## config.mk

```make
export PLATFORM = sky130hd
export DESIGN_NAME = cfar_detector
export DESIGN_NICKNAME = d
export VERILOG_FILES = /design/src/rtl/cfar_pkg.sv /design/src/rtl/cfar_ctrl.sv /design/src/rtl/cfar_window.sv /design/src/rtl/cfar_decide.sv /design/src/rtl/cfar_detector.sv
export SDC_FILE = /design/constraint.sdc
export NUM_CORES = 1
export LEC_CHECK = 0
export BUFFER_PORTS_ARGS = -buffer_cell sky130_fd_sc_hd__buf_2
export CORE_MARGIN = 1
export CORE_UTILIZATION = 62
export DETAILED_ROUTE_END_ITERATION = 8
export PLACE_DENSITY = 0.78
export SLEW_MARGIN = 10
export SYNTH_ARGS = -nofsm -noshare
export SYNTH_HDL_FRONTEND = slang
export SYNTH_SLANG_ARGS = --single-unit
```

## constraint.sdc

```tcl
create_clock -name clk -period 41.7 [get_ports clk]
set_input_delay 2.085 -clock clk [delete_from_list [all_inputs] [get_ports clk]]
set_output_delay 2.085 -clock clk [all_outputs]
set_load 0.02 [all_outputs]
```

## src/rtl/cfar_pkg.sv

```systemverilog
package cfar_pkg;

    typedef enum logic [1:0] {
        MODE_CA  = 2'd0,
        MODE_GO  = 2'd1,
        MODE_SO  = 2'd2,
        MODE_ALT = 2'd3
    } cfar_mode_e;

    // Code 3 is folded onto the mean rule so it compares equal to code 0.
    function automatic cfar_mode_e mode_sanitize(input logic [1:0] code);
        return (code == 2'd3) ? MODE_CA : cfar_mode_e'(code);
    endfunction

    // Number of samples a window of 2^nlog reference cells per side needs.
    function automatic int unsigned window_need(input int unsigned nlog,
                                                input int unsigned guard);
        return (2 << nlog) + 2 * guard + 1;
    endfunction

endpackage

```

## src/rtl/cfar_ctrl.sv

```systemverilog
module cfar_ctrl
    import cfar_pkg::*;
#(
    parameter  int NLOG_MAX = 3,
    parameter  int MMAX     = 4,
    parameter  int AW       = 12,
    localparam int NLW      = $clog2(NLOG_MAX + 1),
    localparam int MW       = $clog2(MMAX + 1),
    localparam int L        = 2 * (1 << NLOG_MAX) + 2 * MMAX + 1,
    localparam int FW       = $clog2(L + 1)
) (
    input  logic             clk,
    input  logic             rst,
    input  logic             in_valid,
    input  logic [1:0]       cfg_mode,
    input  logic [NLW-1:0]   cfg_nlog,
    input  logic [MW-1:0]    cfg_guard,
    input  logic [AW-1:0]    cfg_alpha,
    output cfar_mode_e       act_mode,
    output logic [NLW-1:0]   act_nlog,
    output logic [MW-1:0]    act_guard,
    output logic [AW-1:0]    act_alpha,
    output logic             win_full,
    output logic             restart
);

    cfar_mode_e     mode_c;
    logic [NLW-1:0] nlog_c;
    logic [MW-1:0]  guard_c;
    logic [FW-1:0]  need;
    logic [FW-1:0]  fill_q;

    always_comb begin
        mode_c  = mode_sanitize(cfg_mode);
        nlog_c  = (cfg_nlog > NLW'(NLOG_MAX)) ? NLW'(NLOG_MAX) : cfg_nlog;
        guard_c = (cfg_guard > MW'(MMAX)) ? MW'(MMAX) : cfg_guard;
        restart = (mode_c != act_mode) || (nlog_c != act_nlog) ||
                  (guard_c != act_guard) || (cfg_alpha != act_alpha);
        need    = FW'(window_need(int'(act_nlog), int'(act_guard)));
        win_full = (fill_q >= need);
    end

    always_ff @(posedge clk) begin
        if (rst) begin
            act_mode  <= MODE_CA;
            act_nlog  <= '0;
            act_guard <= '0;
            act_alpha <= '0;
            fill_q    <= '0;
        end else if (restart) begin
            act_mode  <= mode_c;
            act_nlog  <= nlog_c;
            act_guard <= guard_c;
            act_alpha <= cfg_alpha;
            fill_q    <= in_valid ? FW'(1) : '0;
        end else if (in_valid && (fill_q < need)) begin
            fill_q <= fill_q + FW'(1);
        end
    end

    AST_FILL_RESTART: assert property (@(posedge clk) disable iff (rst)
        restart |=> (fill_q <= FW'(1)));
    AST_FILL_BOUND: assert property (@(posedge clk) disable iff (rst)
        fill_q <= need);
    AST_GUARD_CLAMP: assert property (@(posedge clk) disable iff (rst)
        act_guard <= MW'(MMAX));

endmodule

```

## src/rtl/cfar_window.sv

```systemverilog
module cfar_window #(
    parameter  int DW       = 8,
    parameter  int NLOG_MAX = 3,
    parameter  int MMAX     = 4,
    localparam int NMAX     = 1 << NLOG_MAX,
    localparam int NLW      = $clog2(NLOG_MAX + 1),
    localparam int MW       = $clog2(MMAX + 1),
    localparam int L        = 2 * NMAX + 2 * MMAX + 1,
    localparam int IW       = $clog2(L),
    localparam int SW       = DW + NLOG_MAX
) (
    input  logic           clk,
    input  logic           rst,
    input  logic           in_valid,
    input  logic [DW-1:0]  in_data,
    input  logic [NLW-1:0] act_nlog,
    input  logic [MW-1:0]  act_guard,
    output logic [SW-1:0]  sum_lead,
    output logic [SW-1:0]  sum_lag,
    output logic [DW-1:0]  cut
);

    logic [DW-1:0]     win_q [L];
    logic [DW-1:0]     lead_tap [NMAX];
    logic [DW-1:0]     lag_tap  [NMAX];
    logic [NLOG_MAX:0] n_val;
    logic [IW-1:0]     lag_base;
    logic [IW-1:0]     cut_idx;

    always_ff @(posedge clk) begin
        if (rst) begin
            for (int t = 0; t < L; t++) win_q[t] <= '0;
        end else if (in_valid) begin
            win_q[0] <= in_data;
            for (int t = 1; t < L; t++) win_q[t] <= win_q[t-1];
        end
    end

    always_comb begin
        n_val    = (NLOG_MAX+1)'(1) << act_nlog;
        cut_idx  = IW'(n_val) + IW'(act_guard);
        lag_base = IW'(n_val) + IW'({act_guard, 1'b0}) + IW'(1);
        cut      = win_q[cut_idx];
    end

    for (genvar j = 0; j < NMAX; j++) begin : g_ref
        logic [IW:0] lag_idx;
        assign lag_idx     = {1'b0, lag_base} + (IW+1)'(j);
        assign lead_tap[j] = ((NLOG_MAX+1)'(j) < n_val) ? win_q[j] : '0;
        assign lag_tap[j]  = (((NLOG_MAX+1)'(j) < n_val) && (lag_idx < (IW+1)'(L)))
                             ? win_q[lag_idx[IW-1:0]] : '0;
    end

    always_comb begin
        sum_lead = '0;
        sum_lag  = '0;
        for (int j = 0; j < NMAX; j++) begin
            sum_lead = sum_lead + SW'(lead_tap[j]);
            sum_lag  = sum_lag  + SW'(lag_tap[j]);
        end
    end

    AST_SHIFT_LOAD: assert property (@(posedge clk) disable iff (rst)
        in_valid |=> (win_q[0] == $past(in_data)));
    AST_SHIFT_HOLD: assert property (@(posedge clk) disable iff (rst)
        !in_valid |=> ($stable(win_q[0]) && $stable(win_q[L-1])));

endmodule

```

## src/rtl/cfar_decide.sv

```systemverilog
module cfar_decide
    import cfar_pkg::*;
#(
    parameter  int DW       = 8,
    parameter  int NLOG_MAX = 3,
    parameter  int AW       = 12,
    parameter  int AFRAC    = 8,
    localparam int NLW      = $clog2(NLOG_MAX + 1),
    localparam int SW       = DW + NLOG_MAX,
    localparam int PW       = AW + DW
) (
    input  logic           clk,
    input  logic           rst,
    input  logic           in_valid,
    input  logic           win_full,
    input  cfar_mode_e     act_mode,
    input  logic [NLW-1:0] act_nlog,
    input  logic [AW-1:0]  act_alpha,
    input  logic [SW-1:0]  sum_lead,
    input  logic [SW-1:0]  sum_lag,
    input  logic [DW-1:0]  cut,
    output logic           out_valid,
    output logic           out_det
);

    logic [DW-1:0] y_lag;
    logic [DW-1:0] y_lead;
    logic [DW-1:0] z;
    logic [PW-1:0] prod;
    logic [PW-1:0] cut_scaled;
    logic          hit;
    logic          shift_q;

    always_comb begin
        y_lag  = DW'(sum_lag >> act_nlog);
        y_lead = DW'(sum_lead >> act_nlog);
        unique case (act_mode)
            MODE_GO: z = (y_lag > y_lead) ? y_lag : y_lead;
            MODE_SO: z = (y_lag < y_lead) ? y_lag : y_lead;
            default: z = DW'(((DW+1)'(y_lag) + (DW+1)'(y_lead)) >> 1);
        endcase
        prod       = PW'(act_alpha) * PW'(z);
        cut_scaled = PW'({cut, {AFRAC{1'b0}}});
        hit        = cut_scaled > prod;
    end

    always_ff @(posedge clk) begin
        if (rst) begin
            shift_q   <= 1'b0;
            out_valid <= 1'b0;
            out_det   <= 1'b0;
        end else begin
            shift_q   <= in_valid;
            out_valid <= shift_q && win_full;
            out_det   <= shift_q && win_full && hit;
        end
    end

    AST_GO_UPPER: assert property (@(posedge clk) disable iff (rst)
        (act_mode == MODE_GO) |-> (z >= y_lag && z >= y_lead));
    AST_SO_LOWER: assert property (@(posedge clk) disable iff (rst)
        (act_mode == MODE_SO) |-> (z <= y_lag && z <= y_lead));
    AST_CA_BETWEEN: assert property (@(posedge clk) disable iff (rst)
        (act_mode == MODE_CA) |-> ((z >= y_lag || z >= y_lead) &&
                                   (z <= y_lag || z <= y_lead)));

endmodule

```

## src/rtl/cfar_detector.sv

```systemverilog
module cfar_detector
    import cfar_pkg::*;
#(
    parameter  int DW       = 8,
    parameter  int NLOG_MAX = 3,
    parameter  int MMAX     = 4,
    parameter  int AW       = 12,
    parameter  int AFRAC    = 8,
    localparam int NLW      = $clog2(NLOG_MAX + 1),
    localparam int MW       = $clog2(MMAX + 1),
    localparam int SW       = DW + NLOG_MAX
) (
    input  logic           clk,
    input  logic           rst,
    input  logic           in_valid,
    input  logic [DW-1:0]  in_data,
    input  logic [1:0]     cfg_mode,
    input  logic [NLW-1:0] cfg_nlog,
    input  logic [MW-1:0]  cfg_guard,
    input  logic [AW-1:0]  cfg_alpha,
    output logic           out_valid,
    output logic           out_det
);

    cfar_mode_e     act_mode;
    logic [NLW-1:0] act_nlog;
    logic [MW-1:0]  act_guard;
    logic [AW-1:0]  act_alpha;
    logic           win_full;
    logic           restart;
    logic [SW-1:0]  sum_lead;
    logic [SW-1:0]  sum_lag;
    logic [DW-1:0]  cut;

    cfar_ctrl #(.NLOG_MAX(NLOG_MAX), .MMAX(MMAX), .AW(AW)) ctrl_i (
        .clk(clk), .rst(rst), .in_valid(in_valid),
        .cfg_mode(cfg_mode), .cfg_nlog(cfg_nlog), .cfg_guard(cfg_guard),
        .cfg_alpha(cfg_alpha),
        .act_mode(act_mode), .act_nlog(act_nlog), .act_guard(act_guard),
        .act_alpha(act_alpha), .win_full(win_full), .restart(restart)
    );

    cfar_window #(.DW(DW), .NLOG_MAX(NLOG_MAX), .MMAX(MMAX)) window_i (
        .clk(clk), .rst(rst), .in_valid(in_valid), .in_data(in_data),
        .act_nlog(act_nlog), .act_guard(act_guard),
        .sum_lead(sum_lead), .sum_lag(sum_lag), .cut(cut)
    );

    cfar_decide #(.DW(DW), .NLOG_MAX(NLOG_MAX), .AW(AW), .AFRAC(AFRAC)) decide_i (
        .clk(clk), .rst(rst), .in_valid(in_valid), .win_full(win_full),
        .act_mode(act_mode), .act_nlog(act_nlog), .act_alpha(act_alpha),
        .sum_lead(sum_lead), .sum_lag(sum_lag), .cut(cut),
        .out_valid(out_valid), .out_det(out_det)
    );

    AST_VALID_AFTER_SAMPLE: assert property (@(posedge clk) disable iff (rst)
        out_valid |-> $past(in_valid, 2));
    AST_RESTART_BLOCKS: assert property (@(posedge clk) disable iff (rst)
        restart |=> ##1 !out_valid);
    AST_DET_GATED: assert property (@(posedge clk) disable iff (rst)
        !out_valid |-> !out_det);

endmodule

```

==> run_results.csv <==
group,metric,value,unit
run_status,status,"complete, no violations",
timing,min_period,19.18,ns
flow_run,maxCapViolations,0,
power,switching_power,0.00107,W
drt,drt-met1-wl,33.5,mm
global_routing,overflow,0,
power,sw_frac_of_total,0.507,
synthesis,synth_warnings,0,
synthesis,yosys.area_share.simple,0.139,
cts,cts_tree,"done",
cts,post_cts_buffers,0,
power,seqPwrFrac,0.137,
drt,routed-via-count,23000,
synthesis,synth_cell_types,89,
drt,drt_drc_violations_left,0,
die,core-area,0.0441,mm²
cts,path_clk_slew,0.06,ns
synthesis,ys.flop_type,"edfxtp_1",
timing,period_share,0.460,
power,leakage,12.3,nW
global_routing,grt_max_degree,146,
critical_path,endpoint_kind,"register",
drt,vias_per_cell,7.03,
die,die_y,213,µm
timing,rsz0062_at_grt,"no",
hold_path,whs_path_depth,1,
global_routing,grt_antenna_before_repair,5,
global_routing,grt_usage,0.406,
synthesis,synth-xor-area-share,0.0289,
critical_path,max_stage_delay,0.80,ns
synthesis,synth_top_family_by_area,"multiplexers",
cts,ctsHoldBuffers,0,
synthesis,synth_edf_count,200,
power,p_per_area,72.2,mW/mm²
synthesis,synth_seq_area_share,0.236,
hold_path,hp-start,"decide_i.shift_q",
global_routing,grt_first_pass_wirelength,137,mm
hold_path,hp-class,"reg2reg",
critical_path,r2r-end,"decide_i.out_det",
critical_path,crit_family,"adder cells",
synthesis,synth_compound_area_frac,0.117,
synthesis,netlist_area,0.0277,mm²
drt,wl_met3,11.6,mm
die,dieWidth,213,µm
critical_path,reg2reg_slack,22.52,ns
place,placed_cell_area,0.0283,mm²
drt,drt-total-wl,90.4,mm
die,row_count,77,
cells_and_area,design_area,0.0292,mm²
cts,cts_resized,0,
hold_path,whs_endpoint,"decide_i.out_valid",
cts,cts-root-buf,"clkbuf_16",
critical_path,crit_path_top_delay_cell,"xnor2_4",
die,io_pins,32,
place,hpwlAfterDp,64.3,mm
critical_path,cp_num_buf_inv,11,
timing,hold_viol_final,0,
power,irDropWorstVdd,101,µV
timing,max_clock_freq,52.1,MHz
drt,topRoutingLayerUsed,"met5",
critical_path,path_max_fanout,45,
timing,clock_skew,0.0281,ns
die,fp.dieArea,0.0455,mm²
drt,dr.pass1.iters,7,
cells_and_area,synthToLayoutAreaGrowth,5.39,%
cells_and_area,nNetsFinal,2963,
power,clkPwrFrac,0.116,
critical_path,cp_common_cell,"fa_1",
timing,tightest_slew,1.33,ns
power,p_comb_frac,0.747,
synthesis,synth_mux_area_frac,0.255,
critical_path,rr_startpoint,"ctrl_i.act_nlog[0]",
global_routing,grt_pass1_vias,22500,
cts,cts_buffer_depth,3,
die,start_util,0.628,
critical_path,critPathKind,"reg2reg",
drt,wl_per_cell,27.6,µm
cts,clkSinkCount,227,
synthesis,syn_avg_cell_area,10.1,µm²
timing,drv_slew,0,
timing,tns,0,ns
drt,drtIter0Drc,3112,
cells_and_area,n_fill_cell,3536,
timing,slew_headroom,0.106,
cells_and_area,layout-drive-gt1-share,0.129,
cells_and_area,post-route-util,0.661,
place,gp_congestion,1.03,
critical_path,startpoint_type,"register",
synthesis,ys_ff_latch,227,
cts,clk_latency,0.59,ns
timing,setup_viol,0,
cts,htree_num_levels,1,
synthesis,synthArstFlopShare,0,
drt,wl_met2,39.3,mm
critical_path,cp.arrival,19.65,ns
synthesis,synthAdderAreaFrac,0.160,
critical_path,worst-r2r-cell-count,66,
place,io_buffers,31,
power,internal-power,0.00104,W
critical_path,required,42.16,ns
synthesis,synth_fp_nets,3044,
cts,numCtsBuffers,27,
synthesis,syn_inst,2743,
drt,ant_nets,0,
-- worst max-delay path by stage --
stage	start	endpoint	slack, ns	depth (start not counted)
after floorplan	ctrl_i.act_nlog[0]	decide_i.out_det	25.46	71
after global placement	ctrl_i.act_nlog[0]	decide_i.out_det	23.30	66
after detailed placement	ctrl_i.act_nlog[0]	decide_i.out_det	22.93	66
after CTS	ctrl_i.act_nlog[0]	decide_i.out_det	22.83	66
after global routing	ctrl_i.act_nlog[0]	decide_i.out_det	21.32	63
final	ctrl_i.act_nlog[0]	decide_i.out_det	22.52	66
-- layer usage --
layer / GRT usage / vias up
met5: 0.00970 / -
met4: 0.227 / 4
met3: 0.117 / 389
met2: 0.600 / 1595
met1: 0.535 / 11200
li1: - / 9803
-- power by group through the flow --
stage / Sequential, W / Clock (W) / Combinational, W
6_report: 0.000289 / 0.000246 / 0.00157
4_1_cts: 0.000287 / 0.000248 / 0.00156
3_3_place_gp: 0.000290 / 0 / 0.00150
2_1_floorplan: 0.000279 / 0 / 0.00117
5_1_grt: 0.000290 / 0.000257 / 0.00178
3_5_place_dp: 0.000291 / 0 / 0.00153
-- synth_stat cells, types with 26 or more instances --
| library cell | n | area [µm²] |
|---|---|---|
| nor2b_1 | 84 | 526 |
| buf_1 | 26 | 97.6 |
| clkbuf_1 | 102 | 383 |
| a211oi_1 | 43 | 323 |
| inv_1 | 225 | 845 |
| mux4_2 | 157 | 3540 |
| dfxtp_1 | 27 | 541 |
| fa_1 | 139 | 2780 |
| o21ai_0 | 78 | 390 |
| nor2_1 | 150 | 563 |
| a21oi_1 | 95 | 475 |
| a21o_1 | 27 | 203 |
| xor2_1 | 36 | 315 |
| nand2_1 | 192 | 721 |
| nand3_1 | 39 | 195 |
| mux2i_1 | 344 | 3440 |
| xnor2_1 | 33 | 289 |
| nor3_1 | 28 | 140 |
| and2_1 | 190 | 1190 |
| edfxtp_1 | 200 | 6010 |
| ha_1 | 132 | 1650 |
| buf_2 | 50 | 250 |
-- cell type report --
| type | instances | area, µm² | share of cell area |
|---|---|---|---|
| sequential | 227 | 6550 | 0.224 |
| clock buffer | 30 | 687 | 0.0235 |
| tap | 592 | 741 | 0.0254 |
| clock inverter | 19 | 223 | 0.00763 |
| multi-input combinational | 2085 | 19500 | 0.669 |
| inverter | 234 | 887 | 0.0304 |
| timing repair buffer | 87 | 576 | 0.0197 |
| antenna | 2 | 5.00 | 0.000171 |
-- registers in the layout, indices dropped and copies added, names as in the netlist --
signal,cells
ctrl_i.act_alpha,12
ctrl_i.act_guard,3
ctrl_i.act_mode,2
ctrl_i.act_nlog,2
ctrl_i.fill_q,5
decide_i.out_det,1
decide_i.out_valid,1
decide_i.shift_q,1
window_i.win_q,200
-- through the flow --
stage	setup WS [ns]	power (W)	hold slack (ns)	std cells
floorplan	25.46	0.00145	0.458	2743
global placement	23.30	0.00179	0.538	3225
detailed placement	22.93	0.00183	0.539	3225
CTS	22.83	0.00209	0.559	3274
global route	21.32	0.00233	0.576	3275
finish	22.52	0.00211	0.557	3276
-- cells by family (layout without fill, tap and decap cells) --
family          Yosys count  in the layout
simple gates            759            759
mux                     508            508
compound gates          468            468
buf+inv                 431            370
fa+ha+maj               271            271
flops                   227            227
xor+xnor                 79             79
other cells               0              2
-- layout by cell type (no fill, tap or decap), types with 9 or more instances in the layout --
master	Yosys	routed
a211oi_1	43	43
nand2_1	192	192
nand2b_1	15	15
edfxtp_1	200	200
clkbuf_16	0	27
buf_2	50	31
o32ai_1	9	9
buf_4	19	56
a221oi_1	11	11
a22oi_1	24	24
a21oi_1	95	95
a21o_1	27	27
o22ai_1	25	25
o211ai_1	10	10
and2_1	190	190
a311oi_1	9	9
nand3_1	39	39
o21a_1	16	16
a22o_1	17	17
o21ai_0	78	77
ha_1	132	131
o221ai_1	14	14
inv_1	225	225
mux2i_1	344	344
fa_1	139	139
mux4_2	157	157
nor2_1	150	147
nor2b_1	84	83
nor3_1	28	28
dfxtp_1	27	26
xnor2_1	33	30
a32oi_1	10	10
xor2_1	36	36
a31oi_1	17	17
Power figures use the tool's default switching activity.
